==> config.mk <==
export PLATFORM = sky130hd
export DESIGN_NAME = cvt_out_formatter
export DESIGN_NICKNAME = d
export VERILOG_FILES = /design/src/rtl/cvt_fmt_pkg.sv /design/src/rtl/cvt_fmt_sync_ctrl.sv /design/src/rtl/cvt_fmt_lane_router.sv /design/src/rtl/cvt_fmt_dclk_gen.sv /design/src/rtl/cvt_out_formatter.sv
export SDC_FILE = /design/constraint.sdc
export NUM_CORES = 1
export LEC_CHECK = 0
export ABC_AREA = 1
export BUFFER_PORTS_ARGS = -buffer_cell sky130_fd_sc_hd__buf_2
export CELL_PAD_IN_SITES_DETAIL_PLACEMENT = 1
export CELL_PAD_IN_SITES_GLOBAL_PLACEMENT = 1
export CORE_ASPECT_RATIO = 0.5
export CORE_UTILIZATION = 39
export DETAILED_ROUTE_END_ITERATION = 8
export GPL_TIMING_DRIVEN = 0
export PLACE_DENSITY = 0.85
export SYNTH_ARGS = -nofsm -noshare
export SYNTH_HDL_FRONTEND = slang
export SYNTH_HIERARCHICAL = 1
export SYNTH_SLANG_ARGS = --single-unit
==> constraint.sdc <==
create_clock -name clk -period 1.8 [get_ports clk]
set_input_delay 0.09 -clock clk [delete_from_list [all_inputs] [get_ports clk]]
set_output_delay 0.09 -clock clk [all_outputs]
set_load 0.02 [all_outputs]
==> src/rtl/cvt_fmt_pkg.sv <==
package cvt_fmt_pkg;

  // Routing selection: bit 1 = demultiplex, bit 0 = interleave.
  typedef enum logic [1:0] {
    ROUTE_SPLIT = 2'b00,
    ROUTE_ILV   = 2'b01,
    ROUTE_DMX2  = 2'b10,
    ROUTE_DMX4  = 2'b11
  } route_e;

  typedef struct packed {
    logic   ddr;
    logic   edge_rise;
    route_e route;
  } fmt_cfg_t;

  localparam int unsigned LANES    = 4;
  localparam int unsigned LANE_P0  = 0;
  localparam int unsigned LANE_P0D = 1;
  localparam int unsigned LANE_P1  = 2;
  localparam int unsigned LANE_P1D = 3;

  function automatic logic route_dmx(input route_e r);
    return r[1];
  endfunction

endpackage

==> src/rtl/cvt_fmt_sync_ctrl.sv <==
module cvt_fmt_sync_ctrl
  import cvt_fmt_pkg::*;
#(
  parameter int unsigned DELAY_BASE = 3,
  parameter int unsigned DELAY_LONG = 4,
  parameter int unsigned SEQ_W      = 2
) (
  input  logic             clk,
  input  logic             rst_n,
  input  logic             realign,
  input  logic             mode_ilv,
  input  logic             mode_dmx_sdr,
  input  logic             mode_ddr,
  input  logic             mode_shared,
  output fmt_cfg_t         cfg,
  output fmt_cfg_t         cfg_next,
  output logic             active,
  output logic [SEQ_W-1:0] seq
);

  localparam int unsigned CNT_W = $clog2(DELAY_LONG);

  fmt_cfg_t         cfg_q, cfg_nx;
  logic [CNT_W-1:0] cnt_q, cnt_nx;
  logic [SEQ_W-1:0] seq_q, seq_nx;
  logic             eff_dmx;

  // Shared bit selects demux only in double-rate mode.
  assign eff_dmx = mode_ddr ? mode_shared : mode_dmx_sdr;

  always_comb begin
    cfg_nx = cfg_q;
    cnt_nx = cnt_q;
    seq_nx = seq_q;
    if (realign) begin
      cfg_nx.ddr       = mode_ddr;
      cfg_nx.edge_rise = mode_ddr ? 1'b0 : mode_shared;
      cfg_nx.route     = route_e'({eff_dmx, mode_ilv});
      cnt_nx = (mode_ddr && eff_dmx && !mode_ilv) ? CNT_W'(DELAY_LONG - 1)
                                                   : CNT_W'(DELAY_BASE - 1);
      seq_nx = '0;
    end else if (cnt_q != '0) begin
      cnt_nx = cnt_q - CNT_W'(1);
    end else begin
      seq_nx = seq_q + SEQ_W'(1);
    end
  end

  always_ff @(posedge clk or negedge rst_n) begin
    if (!rst_n) begin
      cfg_q <= '0;
      cnt_q <= CNT_W'(DELAY_BASE - 1);
      seq_q <= '0;
    end else begin
      cfg_q <= cfg_nx;
      cnt_q <= cnt_nx;
      seq_q <= seq_nx;
    end
  end

  assign cfg      = cfg_q;
  assign cfg_next = cfg_nx;
  assign active   = !realign && (cnt_q == '0);
  assign seq      = seq_q;

endmodule

==> src/rtl/cvt_fmt_lane_router.sv <==
module cvt_fmt_lane_router
  import cvt_fmt_pkg::*;
#(
  parameter int unsigned DW = 8
) (
  input  logic          clk,
  input  logic          rst_n,
  input  logic [DW-1:0] samp_i,
  input  logic [DW-1:0] samp_q,
  input  logic          realign,
  input  logic          active,
  input  logic          group_edge,
  input  fmt_cfg_t      cfg,
  input  fmt_cfg_t      cfg_next,
  output logic [DW-1:0] lane_out [LANES]
);

  logic [DW-1:0] prev_i, prev_q;
  logic [DW-1:0] lane_q  [LANES];
  logic [DW-1:0] lane_d  [LANES];
  logic          lane_we [LANES];

  // One-edge history of both channels; the earlier word feeds delayed lanes.
  always_ff @(posedge clk or negedge rst_n) begin
    if (!rst_n) begin
      prev_i <= '0;
      prev_q <= '0;
    end else begin
      prev_i <= samp_i;
      prev_q <= samp_q;
    end
  end

  always_comb begin
    for (int l = 0; l < LANES; l++) begin
      lane_we[l] = 1'b0;
      lane_d[l]  = '0;
    end
    if (realign) begin
      if (!route_dmx(cfg_next.route)) begin
        lane_we[LANE_P0D] = 1'b1;
        lane_we[LANE_P1D] = 1'b1;
      end
    end else if (active) begin
      unique case (cfg.route)
        ROUTE_SPLIT, ROUTE_ILV: begin
          lane_we[LANE_P0] = 1'b1;  lane_d[LANE_P0] = samp_i;
          lane_we[LANE_P1] = 1'b1;  lane_d[LANE_P1] = samp_q;
        end
        ROUTE_DMX2: begin
          for (int l = 0; l < LANES; l++) lane_we[l] = group_edge;
          lane_d[LANE_P0D] = prev_i;
          lane_d[LANE_P0]  = samp_i;
          lane_d[LANE_P1D] = prev_q;
          lane_d[LANE_P1]  = samp_q;
        end
        ROUTE_DMX4: begin
          for (int l = 0; l < LANES; l++) lane_we[l] = group_edge;
          lane_d[LANE_P0D] = prev_i;
          lane_d[LANE_P0]  = prev_q;
          lane_d[LANE_P1D] = samp_i;
          lane_d[LANE_P1]  = samp_q;
        end
        default: ;
      endcase
    end
  end

  for (genvar l = 0; l < LANES; l++) begin : g_lane
    always_ff @(posedge clk or negedge rst_n) begin
      if (!rst_n) begin
        lane_q[l] <= '0;
      end else if (lane_we[l]) begin
        lane_q[l] <= lane_d[l];
      end
    end
    assign lane_out[l] = lane_q[l];
  end

endmodule

==> src/rtl/cvt_fmt_dclk_gen.sv <==
module cvt_fmt_dclk_gen
  import cvt_fmt_pkg::*;
#(
  parameter int unsigned SEQ_W = 2
) (
  input  logic             clk,
  input  logic             rst_n,
  input  logic             active,
  input  logic [SEQ_W-1:0] seq,
  input  fmt_cfg_t         cfg,
  output logic [1:0]       wave
);

  logic [1:0] wave_q, wave_nx;
  logic       hi;

  always_comb begin
    hi      = 1'b0;
    wave_nx = 2'b00;
    if (active) begin
      unique case ({cfg.ddr, route_dmx(cfg.route)})
        2'b00: wave_nx = cfg.edge_rise ? 2'b10 : 2'b01;
        2'b01: begin hi = (seq[0] != cfg.edge_rise); wave_nx = {hi, hi}; end
        2'b10: begin hi = ~seq[0];                   wave_nx = {hi, hi}; end
        2'b11: begin hi = ~seq[1];                   wave_nx = {hi, hi}; end
        default: wave_nx = 2'b00;
      endcase
    end
  end

  always_ff @(posedge clk or negedge rst_n) begin
    if (!rst_n) wave_q <= 2'b00;
    else        wave_q <= wave_nx;
  end

  assign wave = wave_q;

endmodule

==> src/rtl/cvt_out_formatter.sv <==
module cvt_out_formatter
  import cvt_fmt_pkg::*;
#(
  parameter int unsigned DATA_W     = 8,
  parameter int unsigned DELAY_BASE = 3,
  parameter int unsigned DELAY_LONG = 4
) (
  input  logic              clk,
  input  logic              rst_n,
  input  logic [DATA_W-1:0] samp_i,
  input  logic [DATA_W-1:0] samp_q,
  input  logic              mode_ilv,
  input  logic              mode_dmx_sdr,
  input  logic              mode_ddr,
  input  logic              mode_shared,
  input  logic              dclk_realign,
  output logic [DATA_W-1:0] lane_p0,
  output logic [DATA_W-1:0] lane_p0d,
  output logic [DATA_W-1:0] lane_p1,
  output logic [DATA_W-1:0] lane_p1d,
  output logic [3:0]        lane_oe,
  output logic [1:0]        dclk_wave
);

  localparam int unsigned SEQ_W = 2;

  fmt_cfg_t          cfg, cfg_next;
  logic              active;
  logic [SEQ_W-1:0]  seq;
  logic [DATA_W-1:0] lanes [LANES];

  cvt_fmt_sync_ctrl #(
    .DELAY_BASE (DELAY_BASE),
    .DELAY_LONG (DELAY_LONG),
    .SEQ_W      (SEQ_W)
  ) u_ctrl (
    .clk          (clk),
    .rst_n        (rst_n),
    .realign      (dclk_realign),
    .mode_ilv     (mode_ilv),
    .mode_dmx_sdr (mode_dmx_sdr),
    .mode_ddr     (mode_ddr),
    .mode_shared  (mode_shared),
    .cfg          (cfg),
    .cfg_next     (cfg_next),
    .active       (active),
    .seq          (seq)
  );

  cvt_fmt_lane_router #(.DW(DATA_W)) u_router (
    .clk        (clk),
    .rst_n      (rst_n),
    .samp_i     (samp_i),
    .samp_q     (samp_q),
    .realign    (dclk_realign),
    .active     (active),
    .group_edge (~seq[0]),
    .cfg        (cfg),
    .cfg_next   (cfg_next),
    .lane_out   (lanes)
  );

  cvt_fmt_dclk_gen #(.SEQ_W(SEQ_W)) u_dclk (
    .clk    (clk),
    .rst_n  (rst_n),
    .active (active),
    .seq    (seq),
    .cfg    (cfg),
    .wave   (dclk_wave)
  );

  assign lane_p0  = lanes[LANE_P0];
  assign lane_p0d = lanes[LANE_P0D];
  assign lane_p1  = lanes[LANE_P1];
  assign lane_p1d = lanes[LANE_P1D];
  assign lane_oe  = {route_dmx(cfg.route), 1'b1, route_dmx(cfg.route), 1'b1};

endmodule

Word level (Yosys, flattened, before mapping)

Index checks and enable logic that the tools add are counted.

Register bits after elaboration: 58
Input bits: 23
Output and inout bits: 38
Word-level logic and storage cells: 64

Add/sub/neg operators: 2
Equal/unequal tests: 8
Muxes and demuxes: 25
Bitwise operators: 2
Reduce and logical (&&, ||, !) cells: 14

Operator list:

| kind                                                | count |
|---|---|
| two-way mux 32 bit                                  | 2 |
| case mux 8 bit (2 select lines)                     | 2 |
| two-way mux 8 bit                                   | 2 |
| two-way mux 2 bit                                   | 7 |
| two-way mux 1 bit                                   | 9 |
| equality test 2 bit, second input constant          | 4 |
| case mux 2 bit (4 select lines)                     | 1 |
| zero test 2 bit                                     | 3 |
| equality test 2 x 1 -> 1 bit, second input constant | 2 |
| two-way mux 4 bit                                   | 1 |
| nonzero test 2 bit                                  | 2 |
| OR reduction 2 bit                                  | 2 |
| OR reduction 4 bit                                  | 1 |
| logical AND 1 bit                                   | 3 |
| OR reduction 3 bit                                  | 1 |
| adder 2 x 1 -> 2 bit, second input constant         | 1 |
| zero test 1 bit                                     | 2 |
| != test 2 bit, second input constant                | 1 |
| NOT 1 bit                                           | 2 |
| case mux 1 bit (2 select lines)                     | 1 |
| subtractor 2 x 1 -> 2 bit, second input constant    | 1 |
| != test 1 bit                                       | 1 |

Depth between registers and ports, before layout

Depth in word-level cells: 5
Mapped depth: 11
Depth with buffers taken out: 10

By module

Netlist, hierarchy kept.

Modules (own cells, without submodules):

| module              | times used | cells an instance | area an instance (sq um) | seq. area each (sq um) |
|---|---|---|---|---|
| cvt_fmt_lane_router | 1          | 228               | 2005.7                   | 1201.2 |
| cvt_fmt_sync_ctrl   | 1          | 45                | 370.4                    | 201.4 |
| cvt_fmt_dclk_gen    | 1          | 21                | 123.9                    | 50.0 |
| cvt_out_formatter   | 1          | 5                 | 30.0                     | 0.0 |

Worst setup path before layout

OpenSTA, ideal clock, no wires.

Path kind: register to register
From: reg u_ctrl.cnt_q[0]
To: reg u_router.lane_q, in the netlist u_router/lane_out[16]
Library setup time: 0.118 ns
Arrival time: 1.512 ns
Required time: 1.682 ns
Setup slack: 0.170 ns
Cell stages (with the launch flop): 11
Clock period less this slack: 1.630 ns
Cell sequence: dfrtp_1 > inv_1 > ha_1 > inv_2 > nor2_1 > inv_1 > nor2_4 > nand2_4 > buf_2 > nand3_1 > nand2_1

Word-level cells in the longest chain between the ends: 4
Elaborated cells between the ends (all ways): 6
Classes of those cells: mux: 4; reduce/logical: 2

RTL lines:

| item                                                           | RTL line                  | text |
|---|---|---|
| start: declaration                                             | cvt_fmt_sync_ctrl.sv:24   | `logic [CNT_W-1:0] cnt_q, cnt_nx;` |
| start signal: assignment                                       | cvt_fmt_sync_ctrl.sv:52   | `cnt_q <= CNT_W'(DELAY_BASE - 1);` |
| start signal: assignment                                       | cvt_fmt_sync_ctrl.sv:56   | `cnt_q <= cnt_nx;` |
| zero test 2 bit (*)                                            | cvt_fmt_sync_ctrl.sv:63   | `assign active = !realign && (cnt_q == '0);` |
| logical AND 1 bit (*)                                          | cvt_fmt_sync_ctrl.sv:63   |  |
| via active                                                     | cvt_out_formatter.sv:28   | `logic active;` |
| two-way mux 32 bit / two-way mux 4 bit (equally long branches) | cvt_fmt_lane_router.sv:44 | `end else if (active) begin` |
| two-way mux 32 bit / two-way mux 1 bit (equally long branches) | cvt_fmt_lane_router.sv:39 | `if (realign) begin` |
| end signal: indexed assignment                                 | cvt_fmt_lane_router.sv:74 | `lane_q[l] <= lane_d[l];` |
| end: declaration                                               | cvt_fmt_lane_router.sv:19 | `logic [DW-1:0] lane_q [LANES];` |

Mark *: on every way through the listed nets, which the timed path passes. The rest lies on a longest branch.
A chain may end at the register's enable or synchronous reset.

Worst setup path after layout

From: reg u_ctrl.cnt_q[0]
To: reg u_router.lane_q, in the netlist u_router/lane_out[29]

Same word-level chain as after synthesis.

==> results.yml <==
synthesis:
  synth_common_cells: "sky130_fd_sc_hd__nand2_1, sky130_fd_sc_hd__dfrtp_1, sky130_fd_sc_hd__nand3_1"
  synth.yosys.seq_area_share_pct: 57.4
  synth_top_area_share_pct: 56.4
  area_of_the_mapped_netlist_um2: 2530
  post_synth_inst_count: 299
  count_of_flip_flops_with_a_built_in_enable_after_synthesis: 0
  postSynth.asyncResetShare_pct: 100
  ys_dominant_reg_cell: "sky130_fd_sc_hd__dfrtp_1"
  synthMostInstantiatedCell: "sky130_fd_sc_hd__nand2_1"
  syn-mean-instance-area_um2: 8.46
  ys_warn_count: 6
  postSynthRegisterBits: 58
  synth.lib_cells_used.distinct: 22
  netlist_top_cells_area: "sky130_fd_sc_hd__dfrtp_1, sky130_fd_sc_hd__nand2_1, sky130_fd_sc_hd__nand3_1, sky130_fd_sc_hd__inv_1, sky130_fd_sc_hd__nor2_1"
  yosys.area.top_type: "sky130_fd_sc_hd__dfrtp_1"
finish:
  post-route-util_pct: 55.9
  finish.cell_count_without_fillers: 483
  antennaDiodeCount: 0
  finish.net_count: 415
  multiInputGateArea_um2: 878
  finish.instance_area_um2: 3440
  post_route_cells_drive_above_1_share_pct: 26.3
  area.sequential_um2: 1450
  synthToLayoutAreaGrowth_pct: 36.1
  num-fill-cells: 765
sta:
  final_setup_violating_endpoints: 0
  worstMarginPinSlew_ns: 0.754
  max-slew-margin-rel_pct: 49.7
  report.final.slew_viol_count: 0
  final_hold_viol_count: 0
  clock-skew-final_ns: 0.00845
  achievable-frequency_mhz: 573
  post-route-min-period_ns: 1.75
  post-route-period-util_pct: 97.0
die:
  placementRows: 20
  dieArea_um2: 6830
  die_x_um: 116
  core_area_um2: 6160
  initial_cell_density_of_the_core_pct: 41.1
  boundaryPins: 61
  chipHeight_um: 59.0
place:
  portBuffers: 58
  detailed_place.area_um2: 2930
  gp_routability_congestion: 0.857
  dp.final_hpwl_um: 4590
  dpl.cell_count: 446
cts:
  clock_tree.buffer_depth: 2
  cts_tree: "yes"
  worst_skew_pair.late_latency_ns: 0.33
  worst_setup_hold_path_clk_slew_ns: 0.05
  cts_max_level: 3
  clock_sinks: 58
  clk_root_buffer_cell: "sky130_fd_sc_hd__clkbuf_16"
  cts-buffers-inserted: 9
worst_setup_path:
  startpoint: "u_ctrl/cnt_q[0]"
  rr_worst_depth: 10
  worstReg2RegStart: "u_ctrl/cnt_q[0]"
  worst-r2r-setup-slack_ns: 0.05
  worstSetupStartpointType: "flop"
  timing.setup.critical_path_class: "reg -> reg"
  maximum_fanout_along_the_worst_path: 10
  cp.required_ns: 1.99
  crit_arrival_ns: 1.94
  timing.critical_path.to_type: "flop"
  ff_to_ff_end: "u_router/lane_out[29]"
min_path:
  worst_hold_path_type: "in -> reg"
  min_path_cells: 3
  timing.hold.worst.start: "mode_shared"
  min_delay_worst_endpoint: "u_ctrl/cfg[2]"
pwr:
  switching_share_pct: 34.5
  pwr-share-clk_pct: 34.2
  power_switching_mw: 1.58
  max-vdd-ir-drop_mv: 0.513
  pwr_density_cell_nw_per_um2: 1330
  comb_power_share_pct: 27.7
  p_leak_nw: 1.95
  total_internal_power_mw: 2.99
  share_of_total_power_in_sequential_cells_pct: 38.1
run:
  max-cap-violations: 0
routing:
  routed-wl-met3_um: 366
  met2WireLength_um: 3940
  detail_route.drc_violations: 0
  drtAntennaViolNets: 0
  vias: 2379
  top_layer: "met4"
  routed_wirelength_um: 7970
  detail_route.first_pass.iterations: 4
  via_density_per_instance: 4.93
  met1_length_um: 3400
  detail_route.iter0.violations: 86
  avgRoutedWirePerCell_um: 16.5
global_routing:
  first_global_vias: 2475
  antenna_found_initial: 0
  grt_max_degree: 59
  grt_pass1_wl_um: 12400
  total_routing_usage_gr_pct: 25.4
  overflow_after_grt: 0
outcome:
  result_of_the_run: "finished, final reports clean"
==> sequential cells by signal (all words and copies together), names as in the netlist <==
register / count
u_router/prev_q: 8
u_ctrl/cfg: 4
u_router/lane_out: 32
u_dclk/wave: 2
u_ctrl/cnt_q: 2
u_ctrl/seq: 2
u_router/prev_i: 8
==> worst max path at each step <==
stage	endpoint	slack, ns
after floorplan	u_router/lane_out[16]	0.17
after global placement	u_router/lane_out[22]	-0.04
after detailed placement	u_router/lane_out[21]	-0.20
after CTS	u_router/lane_out[21]	0.04
after global routing	u_router/lane_out[29]	-0.02
final	u_router/lane_out[29]	0.05
==> what timing repair did <==
item                                   4_1_cts  5_1_grt
resized for setup                            3        5
cloned                                       0        0
pin swaps                                    0        3
hold buffers                                17        1
setup buffers                                0        4
setup endpoints to repair                   27       13
endpoints found under the hold margin       23       57
==> layout make-up <==
type                       count  area share (%)
tap                           88            3.20
multi-input combinational    196            25.5
inverter                      35            3.96
clock inverter                 3           0.436
sequential                    58            42.2
clock buffer                  12            7.45
buffer                        11            2.62
timing repair buffer          80            14.6
==> cell usage in the layout, fill, tap and decap left out <==
cell type	count
sky130_fd_sc_hd__nand2_2	1
sky130_fd_sc_hd__ha_4	1
sky130_fd_sc_hd__buf_6	4
sky130_fd_sc_hd__clkbuf_16	9
sky130_fd_sc_hd__buf_2	60
sky130_fd_sc_hd__nor2_2	2
sky130_fd_sc_hd__inv_2	4
sky130_fd_sc_hd__clkinv_2	3
sky130_fd_sc_hd__clkinv_1	1
sky130_fd_sc_hd__conb_1	2
sky130_fd_sc_hd__dlygate4sd3_1	18
sky130_fd_sc_hd__nor2_1	13
sky130_fd_sc_hd__buf_4	9
sky130_fd_sc_hd__inv_1	28
sky130_fd_sc_hd__nand2_4	1
sky130_fd_sc_hd__dfrtp_1	57
sky130_fd_sc_hd__nand3_1	47
sky130_fd_sc_hd__clkbuf_8	2
sky130_fd_sc_hd__o21ai_4	1
sky130_fd_sc_hd__inv_4	2
sky130_fd_sc_hd__dfstp_2	1
sky130_fd_sc_hd__nand2_1	122
sky130_fd_sc_hd__clkbuf_1	1
sky130_fd_sc_hd__nor3_1	1
sky130_fd_sc_hd__nor2_4	4
sky130_fd_sc_hd__o21a_1	1
==> per-layer routing <==
metal  GRT usage [%]  vias up
li1                -     1091
met1            30.4     1178
met2            41.9       82
met3            6.80       28
met4            15.0        0
met5               0        -
==> power by group through the flow <==
stage | Clock, mW | Combinational, mW | Sequential, mW
6_report | 1.56 | 1.26 | 1.74
2_1_floorplan | 0 | 0.465 | 1.98
4_1_cts | 1.58 | 1.20 | 1.73
5_1_grt | 1.64 | 1.37 | 1.77
3_5_place_dp | 0 | 1.13 | 1.74
3_3_place_gp | 0 | 1.07 | 1.72
==> worst max-delay path, cell delays in order, from the launching register on <==
cell	delay (ns)
sky130_fd_sc_hd__dfrtp_1	0.40
sky130_fd_sc_hd__inv_2	0.09
sky130_fd_sc_hd__ha_4	0.18
sky130_fd_sc_hd__inv_2	0.06
sky130_fd_sc_hd__nor2_4	0.17
sky130_fd_sc_hd__inv_1	0.10
sky130_fd_sc_hd__nor2_4	0.18
sky130_fd_sc_hd__o21ai_4	0.12
sky130_fd_sc_hd__buf_6	0.16
sky130_fd_sc_hd__nand2_1	0.06
sky130_fd_sc_hd__nand2_1	0.10
==> cell families (layout without fill, tap and decap cells) <==
| logic type | count (synthesis) | in the layout | synth area share (%) |
|---|---|---|---|
| other cells | 1 | 2 | 0.148 |
| fa+ha+maj | 1 | 1 | 0.494 |
| buf+inv | 46 | 141 | 8.80 |
| flops | 58 | 58 | 57.4 |
| compound gates | 2 | 2 | 0.940 |
| simple gates | 191 | 191 | 32.2 |
==> through the flow <==
step / hold WS (ns) / setup WS (ns) / total power [mW] / setup TNS, ns
floorplan: -0.206 / 0.170 / 2.44 / 0
global placement: 0.219 / -0.0353 / 2.80 / -0.342
global route: 0.0250 / -0.0241 / 4.78 / -0.0321
finish: 0.00106 / 0.0542 / 4.57 / 0
detailed placement: 0.216 / -0.195 / 2.87 / -2.78
CTS: 0.000134 / 0.0375 / 4.50 / 0
No activity file was read; power rests on OpenSTA's default activity.
